==> src/rtl/seg_chk_pkg.sv <==
package seg_chk_pkg;
  typedef enum logic [1:0] {
    ACC_RD  = 2'd0,
    ACC_WR  = 2'd1,
    ACC_EX  = 2'd2,
    ACC_RSV = 2'd3
  } acc_kind_e;

  typedef enum logic [2:0] {
    FLT_NONE   = 3'd0,
    FLT_DESC   = 3'd1,
    FLT_NP     = 3'd2,
    FLT_PRIV   = 3'd3,
    FLT_RIGHTS = 3'd4,
    FLT_LIMIT  = 3'd5
  } fault_e;

  typedef struct packed {
    logic       db;
    logic       lng;
    logic       present;
    logic [1:0] dpl;
    logic       nonsys;
    logic       code;
    logic       ce;    // conforming (code) / expand-down (data)
    logic       rw;    // readable (code) / writable (data)
    logic       acc;
  } seg_attr_t;
endpackage

==> src/rtl/seg_desc_unpack.sv <==
module seg_desc_unpack
  import seg_chk_pkg::*;
#(
  parameter int ADDR_W = 32,
  parameter int LIM_W  = 20,
  parameter int DESC_W = 64
) (
  input  logic [DESC_W-1:0]   desc_i,
  output logic [ADDR_W-1:0]   base_o,
  output logic [ADDR_W-1:0]   eff_lim_o,
  output seg_attr_t           attr_o,
  output logic [DESC_W/2-1:0] hi_upd_o
);
  localparam int HALF_W = DESC_W / 2;
  localparam int PAD_W  = ADDR_W - LIM_W;

  logic [HALF_W-1:0] lo, hi;
  logic [LIM_W-1:0]  raw_lim;

  assign lo = desc_i[HALF_W-1:0];
  assign hi = desc_i[DESC_W-1:HALF_W];

  assign base_o  = {hi[31:24], hi[7:0], lo[31:16]};
  assign raw_lim = {hi[19:16], lo[15:0]};

  always_comb begin
    if (hi[23]) eff_lim_o = {raw_lim, {PAD_W{1'b1}}};
    else        eff_lim_o = {{PAD_W{1'b0}}, raw_lim};
  end

  assign attr_o.db      = hi[22];
  assign attr_o.lng     = hi[21];
  assign attr_o.present = hi[15];
  assign attr_o.dpl     = hi[14:13];
  assign attr_o.nonsys  = hi[12];
  assign attr_o.code    = hi[11];
  assign attr_o.ce      = hi[10];
  assign attr_o.rw      = hi[9];
  assign attr_o.acc     = hi[8];

  assign hi_upd_o = hi | (HALF_W'(1) << 8);
endmodule

==> config.mk <==
export PLATFORM = sky130hd
export DESIGN_NAME = seg_desc_unpack
export DESIGN_NICKNAME = d
export VERILOG_FILES = /design/src/rtl/seg_chk_pkg.sv /design/src/rtl/seg_desc_unpack.sv
export SDC_FILE = /design/constraint.sdc
export NUM_CORES = 1
export LEC_CHECK = 0
export BUFFER_PORTS_ARGS = -buffer_cell sky130_fd_sc_hd__buf_2
export CAP_MARGIN = 20
export CORE_AREA = 4 4 64 66
export DETAILED_ROUTE_END_ITERATION = 8
export DIE_AREA = 0 0 68 70
export PLACE_DENSITY = 0.83
export SLEW_MARGIN = 20
export SYNTH_ARGS = -nofsm -noshare
export SYNTH_HDL_FRONTEND = slang
export SYNTH_SLANG_ARGS = --single-unit
==> constraint.sdc <==
create_clock -name vclk -period 0.8
set_input_delay 0.08 -clock vclk [all_inputs]
set_output_delay 0.08 -clock vclk [all_outputs]
set_load 0.02 [all_outputs]
Word-level counts from Yosys, hierarchy flattened. Index checks and enable logic that the tools add are counted.

Bits in registers: 0. Input port bits: 64. Logic and storage cells: 1.

Muxes and demuxes: 1.

Operator list (count): 2-to-1 mux 32 bit (1).

Logic depth before layout (Yosys ltp). Gate-level depths: netlist of the first run.

Word-level depth: 1. Depth in mapped cells: 2.

Worst setup path before layout of the first run. Ideal clock, no wire load.

Kind: input to output. Start point: input port desc_i[55]. End point: output port eff_lim_o[10]. Arrival: 0.553 ns. Data required time: 0.720 ns. Slack: 0.167 ns. Cell stages on the path: 2. Cell sequence: clkbuf_2 or2_2.

Word-level cells in the longest chain between the ends: 1.

RTL lines: from (decl) (line seg_desc_unpack.sv:8) `input logic [DESC_W-1:0] desc_i,`; 2-to-1 mux 32 bit (line seg_desc_unpack.sv:27) `if (hi[23]) eff_lim_o = {raw_lim, {PAD_W{1'b1}}};`; to (decl) (line seg_desc_unpack.sv:10) `output logic [ADDR_W-1:0] eff_lim_o,`.

No other way between the ends.

Worst setup path in the final report of the first run.
Start point: input port desc_i[55]. End point: output port eff_lim_o[11].

Same word-level chain as after synthesis.

==> results of run 1 <==
==> layout make-up <==
class / count / area [sq um] / area share
Timing Repair Buffer: 64 / 486.7 / 0.5704
Multi-Input combinational cell: 33 / 306.5 / 0.3592
Tap cell: 48 / 60.06 / 0.07038
==> Yosys cell counts <==
master     n
conb_1     1
and2_1    10
or2_2     12
mux2_4     6
buf_6      1
buf_4     74
and2_2     2
clkbuf_2   2
mux2_2     2
==> logic make-up (layout without fill, tap and decap cells) <==
family	count (synthesis)	after routing	synth area share
buffers and inverters	77	64	0.6819
muxes	8	8	0.1331
and+or+nand+nor	24	24	0.1805
other	1	1	0.004434
==> path summary, 6_finish.rpt <==
path | start | end | slack, ns | depth (start not counted)
hold / removal | desc_i[19] | base_o[3] | 0.16 | 0
setup / recovery | desc_i[55] | eff_lim_o[11] | 0.02 | 4
==> power by group through the flow <==
stage          registers [mW]  logic [mW]  clock network (mW)
2_1_floorplan               0       0.793                   0
3_3_place_gp                0       0.442                   0
3_5_place_dp                0       0.449                   0
4_1_cts                     0       0.572                   0
5_1_grt                     0       0.619                   0
6_report                    0       0.580                   0
==> per-stage QoR <==
stage          instances  TNS, ns
6_report             145        0
5_1_grt              145        0
4_1_cts              144  -0.2090
3_5_place_dp         142   -5.616
3_3_place_gp         142   -5.025
2_1_floorplan        110        0
==> per-layer routing <==
metal,global-route usage,up-vias,routed length (um)
met4,0.07285,0,203
met1,0.04580,238,467
met3,0.02733,38,356
met2,0.1349,63,1034
li1,-,236,-
met5,0,-,0
==> repair_timing <==
action                                  in CTS  in global routing
endpoints found under the hold margin        0                  0
resized for setup                           46                  3
buffers inserted                             1                  0
gates cloned                                 1                  1
endpoints found under the setup margin      32                  9
==> impl_results.md, run 1 <==
- Most frequent cells in the layout: buf_2, buf_6, or2_4
- Critical path cell sequence: buf_16 > buf_4 > or2_4 > buf_6
- Net Sw Power: 0.2723 mW
- Worst Hold Margin: 0.1600 ns
- Total gr overflow: 0
- Area Overhead vs Synth: 0.8876%
- Tcrit/Tclk final: 0.9742
- Startpoint Class: input port
- Fin. max-slew vios: 0
- Final-stage net count: 163
- Int Pwr: 0.3081 mW
- Final wirelength: 2062 um
- Syn Inst Count: 110
- Fmax achieved: 1283 MHz
- Routed vias: 575
- Switching share of power: 0.4691
- Syn_nets: 174
- Die height: 70 um
- Logic pwr share: 1.000
- Largest net degree at the start of global routing: 13
- CP top delay family: buffers and inverters
- Final instance area: 853.3 sq um
- Pre-CTS setup slack: -0.2624 ns
- DRT antenna net count: 0
- Final Power: 0.5804 mW
- Worst min-delay path class: in2out
- Residual DRC: 0
- Wire length of the first global-routing pass: 2684 um
- Synth top area cells: buf_4, mux2_4, or2_2, and2_1, mux2_2
- Routability cong.: 0.6044
- Vias in the first global route: 528
- Final Critical Period: 0.7794 ns
- Iter 0 DRT Violations: 1
- Dpl cell area: 641.9 sq um
- Io pins: 170
- Pwr/cell area: 680.2 nW/um^2
- Global Route Usage Sum: 0.07141
- Cell Area, Synth: 845.8 sq um
- Sequential fraction of the synthesis area: 0
- WL per Instance: 14.22 um
- CLK BUF: 0
- Req. time, crit path: 0.72 ns
- Top-area cell type share of the netlist area: 0.6568
- Slowest stage delay, CP: 0.24 ns
- Most common cell after layout, fill and taps aside: buf_2
- Final Setup Violations: 0
- Kind of critical path: in2out
- FF+latch count: 0
- Max Cap Violations: 0
- Ys Warns: 0
- Setup ws final: 0.02064 ns
- Crit-path slowest cell: or2_4
- Fin. Hold Viols: 0
- Pre-antenna DRT Iters: 2
- Critical path peak fanout: 6
- Initial antenna violation count: 0
- DR vias/cell: 3.966
- WP buf/inv: 3
- Proportion of layout cells with a drive suffix above 1: 0.9175
- Reg area: 0 sq um
- Final Util: 0.2385
- Mean post-synth cell area: 7.689 sq um
- Row count: 22
- Peak VDD IR: 105.4 uV
- Die width: 68 um
- Sequential fraction of design power: 0
- Worst Setup End Kind: primary output
- Netlist cell types: 9
- Initial Utilization: 0.2364
- Fillers: 375
- Antenna diode count: 0
- Critical path arrival: 0.70 ns
- Number of I/O port buffers: 58
- Core Area: 3578 sq um
- Hold buffers post-CTS: 0
- Die ar.: 4760 sq um
- Post-DP HPWL: 1488 um
- Total leakage power: 0.4619 nW
- Clk pwr share: 0
- Status: complete, no violations
- Area leader, netlist: buf_4
- Unrepaired setup endpoints after global routing: no
Note: power is estimated with default switching activity, not from simulation.
==> run 2: changes to the inputs <==
--- a/config.mk
+++ b/config.mk
@@ -7,11 +7,14 @@
 export LEC_CHECK = 0
 export BUFFER_PORTS_ARGS = -buffer_cell sky130_fd_sc_hd__buf_2
 export CAP_MARGIN = 20
-export CORE_AREA = 4 4 64 66
+export CELL_PAD_IN_SITES_DETAIL_PLACEMENT = 1
+export CELL_PAD_IN_SITES_GLOBAL_PLACEMENT = 2
+export CORE_MARGIN = 4
+export CORE_UTILIZATION = 10
 export DETAILED_ROUTE_END_ITERATION = 8
-export DIE_AREA = 0 0 68 70
-export PLACE_DENSITY = 0.83
+export PLACE_DENSITY = 0.91
 export SLEW_MARGIN = 20
 export SYNTH_ARGS = -nofsm -noshare
 export SYNTH_HDL_FRONTEND = slang
 export SYNTH_SLANG_ARGS = --single-unit
+export TNS_END_PERCENT = 20
==> impl_results.md, run 2 (synthesis results as in run 1) <==
- Startpoint Class: input port
- Residual DRC: 0
- Area Overhead vs Synth: 5.473%
- WL per Instance: 11.42 um
- Routed vias: 529
- Critical path arrival: 0.71 ns
- Fmax achieved: 1266 MHz
- Fin. max-slew vios: 0
- Max Cap Violations: 0
- Tcrit/Tclk final: 0.9873
- Most common cell after layout, fill and taps aside: buf_2
- Iter 0 DRT Violations: 8
- Final instance area: 892.1 sq um
- Post-DP HPWL: 1756 um
- CLK BUF: 0
- Pre-antenna DRT Iters: 4
- Worst min-delay path class: in2out
- Reg area: 0 sq um
- Peak VDD IR: 54.38 uV
- Footprint of the multi-input gates: 299.0 sq um
- Fin. Hold Viols: 0
- Dpl cell area: 705.7 sq um
- DRT antenna net count: 0
- Kind of critical path: in2out
- Total leakage power: 0.4438 nW
- Die height: 99.97 um
- Req. time, crit path: 0.72 ns
- FF+latch count: 0
- Final Critical Period: 0.7899 ns
- Unrepaired setup endpoints after global routing: yes
- Initial antenna violation count: 0
- Critical path peak fanout: 11
- Status: complete, no violations
- Global Route Usage Sum: 0.03753
- Die ar.: 9993 sq um
- Io pins: 170
- Number of I/O port buffers: 58
- Largest net degree at the start of global routing: 12
- Wire length of the first global-routing pass: 2994 um
- Initial Utilization: 0.1029
- Total gr overflow: 0
- Pwr/cell area: 644.9 nW/um^2
- Most frequent cells in the layout: buf_2, buf_6, mux2_4
- Fillers: 988
- Routability cong.: 0.5627
- Final-stage net count: 161
- Row count: 33
- Antenna diode count: 0
- DR vias/cell: 2.645
- Vias in the first global route: 517
- Die width: 99.97 um
- Worst Setup End Kind: primary output
- Final Util: 0.1086
- Final Setup Violations: 0
- Proportion of layout cells with a drive suffix above 1: 0.9158
- Final wirelength: 2284 um
- Core Area: 8217 sq um
==> run 2: changes by cell type in the layout (fill, tap and decap cells not counted) <==
| cell | before | now |
|---|---|---|
| or2_2 | 3 | 6 |
| clkbuf_16 | 1 | 0 |
| buf_8 | 0 | 1 |
| buf_4 | 3 | 1 |
| or2_4 | 9 | 6 |
==> run 2: report_power, final <==
| part | switching, mW | internal [mW] |
|---|---|---|
| sequential | 0 | 0 |
| clock | 0 | 0 |
| combinational | 0.281 | 0.294 |
| total | 0.281 | 0.294 |
==> run 2: critical path, stage by stage <==
cell and delay, ns:
buf_16 0.13, buf_8 0.13, buf_6 0.11, and2_4 0.13
buf_6 0.12
==> run 2: area by class of cell <==
class,instances,area share
multi-input cells,33,0.3352
well taps,105,0.1473
repair buffers,62,0.5175
==> run 2: timing repair <==
item | in CTS | in global routing
setup endpoints to repair | 33 | 8
gates cloned | 1 | 0
gates resized for setup | 35 | 13
hold buffers | 0 | 0
buffers inserted | 1 | 0
pin swaps | 0 | 4
==> run 2: metrics by stage <==
| stage | std cells | setup WS, ns | total power [mW] | TNS (ns) | hold WS (ns) |
|---|---|---|---|---|---|
| after CTS | 200 | -0.05337 | 0.5574 | -0.2045 | 0.1601 |
| final | 200 | 0.01012 | 0.5753 | 0 | 0.1600 |
| after global routing | 200 | -0.007639 | 0.6135 | -0.01846 | 0.1600 |
| after global placement | 198 | -0.2882 | 0.4545 | -6.566 | 0.1601 |
| after floorplan | 110 | 0.1672 | 0.7931 | 0 | 0.2726 |
| after detailed placement | 198 | -0.3130 | 0.4618 | -6.915 | 0.1601 |
==> run 2: final timing paths <==
path | start | end | slack [ns] | cells past startpoint
hold / removal | desc_i[23] | base_o[7] | 0.16 | 0
setup / recovery | desc_i[55] | eff_lim_o[28] | 0.01 | 5
==> run 2: routing by layer <==
| layer | vias up | wire (um) | GRT usage | part of all wire |
|---|---|---|---|---|
| li1 | 232 | - | - | - |
| met1 | 239 | 517 | 0.02843 | 0.23 |
| met2 | 40 | 1318 | 0.08004 | 0.58 |
| met3 | 18 | 365 | 0.01181 | 0.16 |
| met4 | 0 | 82 | 0.01996 | 0.036 |
| met5 | - | 0 | 0 | 0 |
==> run 3: changes to the inputs <==
--- a/config.mk
+++ b/config.mk
@@ -12,6 +12,7 @@
 export CORE_MARGIN = 4
 export CORE_UTILIZATION = 10
 export DETAILED_ROUTE_END_ITERATION = 8
+export MAX_ROUTING_LAYER = met4
 export PLACE_DENSITY = 0.91
 export SLEW_MARGIN = 20
 export SYNTH_ARGS = -nofsm -noshare
==> constraint.sdc (replaced) <==
create_clock -name vclk -period 0.9
set_input_delay 0.09 -clock vclk [all_inputs]
set_output_delay 0.09 -clock vclk [all_outputs]
set_load 0.02 [all_outputs]
==> impl_results.md, run 3 (synthesis results as in run 1) <==
- DR vias/cell: 2.581
- Total leakage power: 0.3832 nW
- Hold buffers post-CTS: 0
- Wire length of the first global-routing pass: 2732 um
- Status: complete, no violations
- Residual DRC: 0
- Fmax achieved: 1120 MHz
- Slowest stage delay, CP: 0.28 ns
- Final Critical Period: 0.8928 ns
- Most frequent cells in the layout: buf_2, and2_1, or2_2
- CP startpoint: desc_i[55]
- Die height: 99.97 um
- Area Overhead vs Synth: -9.911%
- Pre-antenna DRT Iters: 4
- Core Area: 8217 sq um
- Final Setup Violations: 0
- Post-DP HPWL: 1756 um
- Final-stage net count: 159
- Unrepaired setup endpoints after global routing: yes
- Initial Utilization: 0.1029
- Fillers: 997
- Initial antenna violation count: 0
- Dpl cells: 198
- Critical path cell sequence: buf_12 > buf_8 > or2_2 > buf_2
- Fin. Hold Viols: 0
- Row count: 33
- Final Util: 0.09274
- Number of I/O port buffers: 58
- CP top delay family: buffers and inverters
- Tcrit/Tclk final: 0.9920
- Reg area: 0 sq um
- Iter 0 DRT Violations: 15
- Crit. path cell count: 4
- Fin. max-slew vios: 0
- Req. time, crit path: 0.81 ns
- Total gr overflow: 0
- Most common cell after layout, fill and taps aside: buf_2
- Peak VDD IR: 42.88 uV
- Worst Hold Margin: 0.1800 ns
- FF+latch count: 0
- Io pins: 170
- Post-Layout Cell Count: 198
- Die ar.: 9993 sq um
- WP buf/inv: 3
- Final wirelength: 2002 um
- Kind of critical path: in2out
- Global Route Usage Sum: 0.03506
- Antenna diode count: 0
- Die width: 99.97 um
- Crit-path slowest cell: or2_2
- WL per Instance: 10.11 um
- CLK BUF: 0
- Critical path peak fanout: 21
- Critical path arrival: 0.80 ns
- DRT antenna net count: 0
- Worst min-delay path class: in2out
- Worst Setup End Kind: primary output
- Routability cong.: 0.5651
- Routed vias: 511
- Pwr/cell area: 565.5 nW/um^2
- Proportion of layout cells with a drive suffix above 1: 0.8817
- Critical Path End: eff_lim_o[8]
- Max Cap Violations: 0
- Startpoint Class: input port
- Largest net degree at the start of global routing: 22
- Vias in the first global route: 490
[run 3: power by group]
group	total, mW	switching (mW)	internal [mW]
registers	0	0	0
logic	0.431	0.234	0.197
clock network	0	0	0
[run 3: final cells by class]
cell class	instances	area, sq um	area share
timing repair buffer	60	356.6	0.4680
multi-input combinational	33	274.0	0.3596
tap	105	131.4	0.1724
[run 3: how the worst min path moves through the flow]
stage / start / slack [ns] / endpoint / depth (start not counted)
finish: desc_i[23] / 0.18 / base_o[7] / 0
global route: desc_i[30] / 0.18 / base_o[14] / 0
floorplan: desc_i[40] / 0.29 / attr_o[0] / 1
global placement: desc_i[40] / 0.18 / attr_o[0] / 0
detailed placement: desc_i[40] / 0.18 / attr_o[0] / 0
CTS: desc_i[40] / 0.18 / attr_o[0] / 0
[run 3: repair_timing]
item	CTS	global route
buffers inserted	0	0
gates resized for setup	14	3
endpoints found under the hold margin	0	0
setup endpoints to repair	33	5
[run 3: metal layers]
metal | wire, um | vias up | global-route usage | share of wire
li1 | - | 226 | - | -
met1 | 458 | 225 | 0.02467 | 0.23
met2 | 1070 | 42 | 0.07132 | 0.53
met3 | 391 | 18 | 0.01320 | 0.20
met4 | 82 | 0 | 0.01996 | 0.041
met5 | 0 | - | - | 0
[run 3: stage by stage]
stage | TNS, ns | cell area, sq um | power (mW) | setup slack [ns]
6_report | 0 | 762.0 | 0.4309 | 0.007215
5_1_grt | -0.04773 | 762.0 | 0.4633 | -0.01959
4_1_cts | 0 | 752.0 | 0.4356 | 0.0005266
3_5_place_dp | -4.275 | 705.7 | 0.4105 | -0.2330
3_3_place_gp | -3.925 | 705.7 | 0.4040 | -0.2082
2_1_floorplan | 0 | 845.8 | 0.7050 | 0.2472
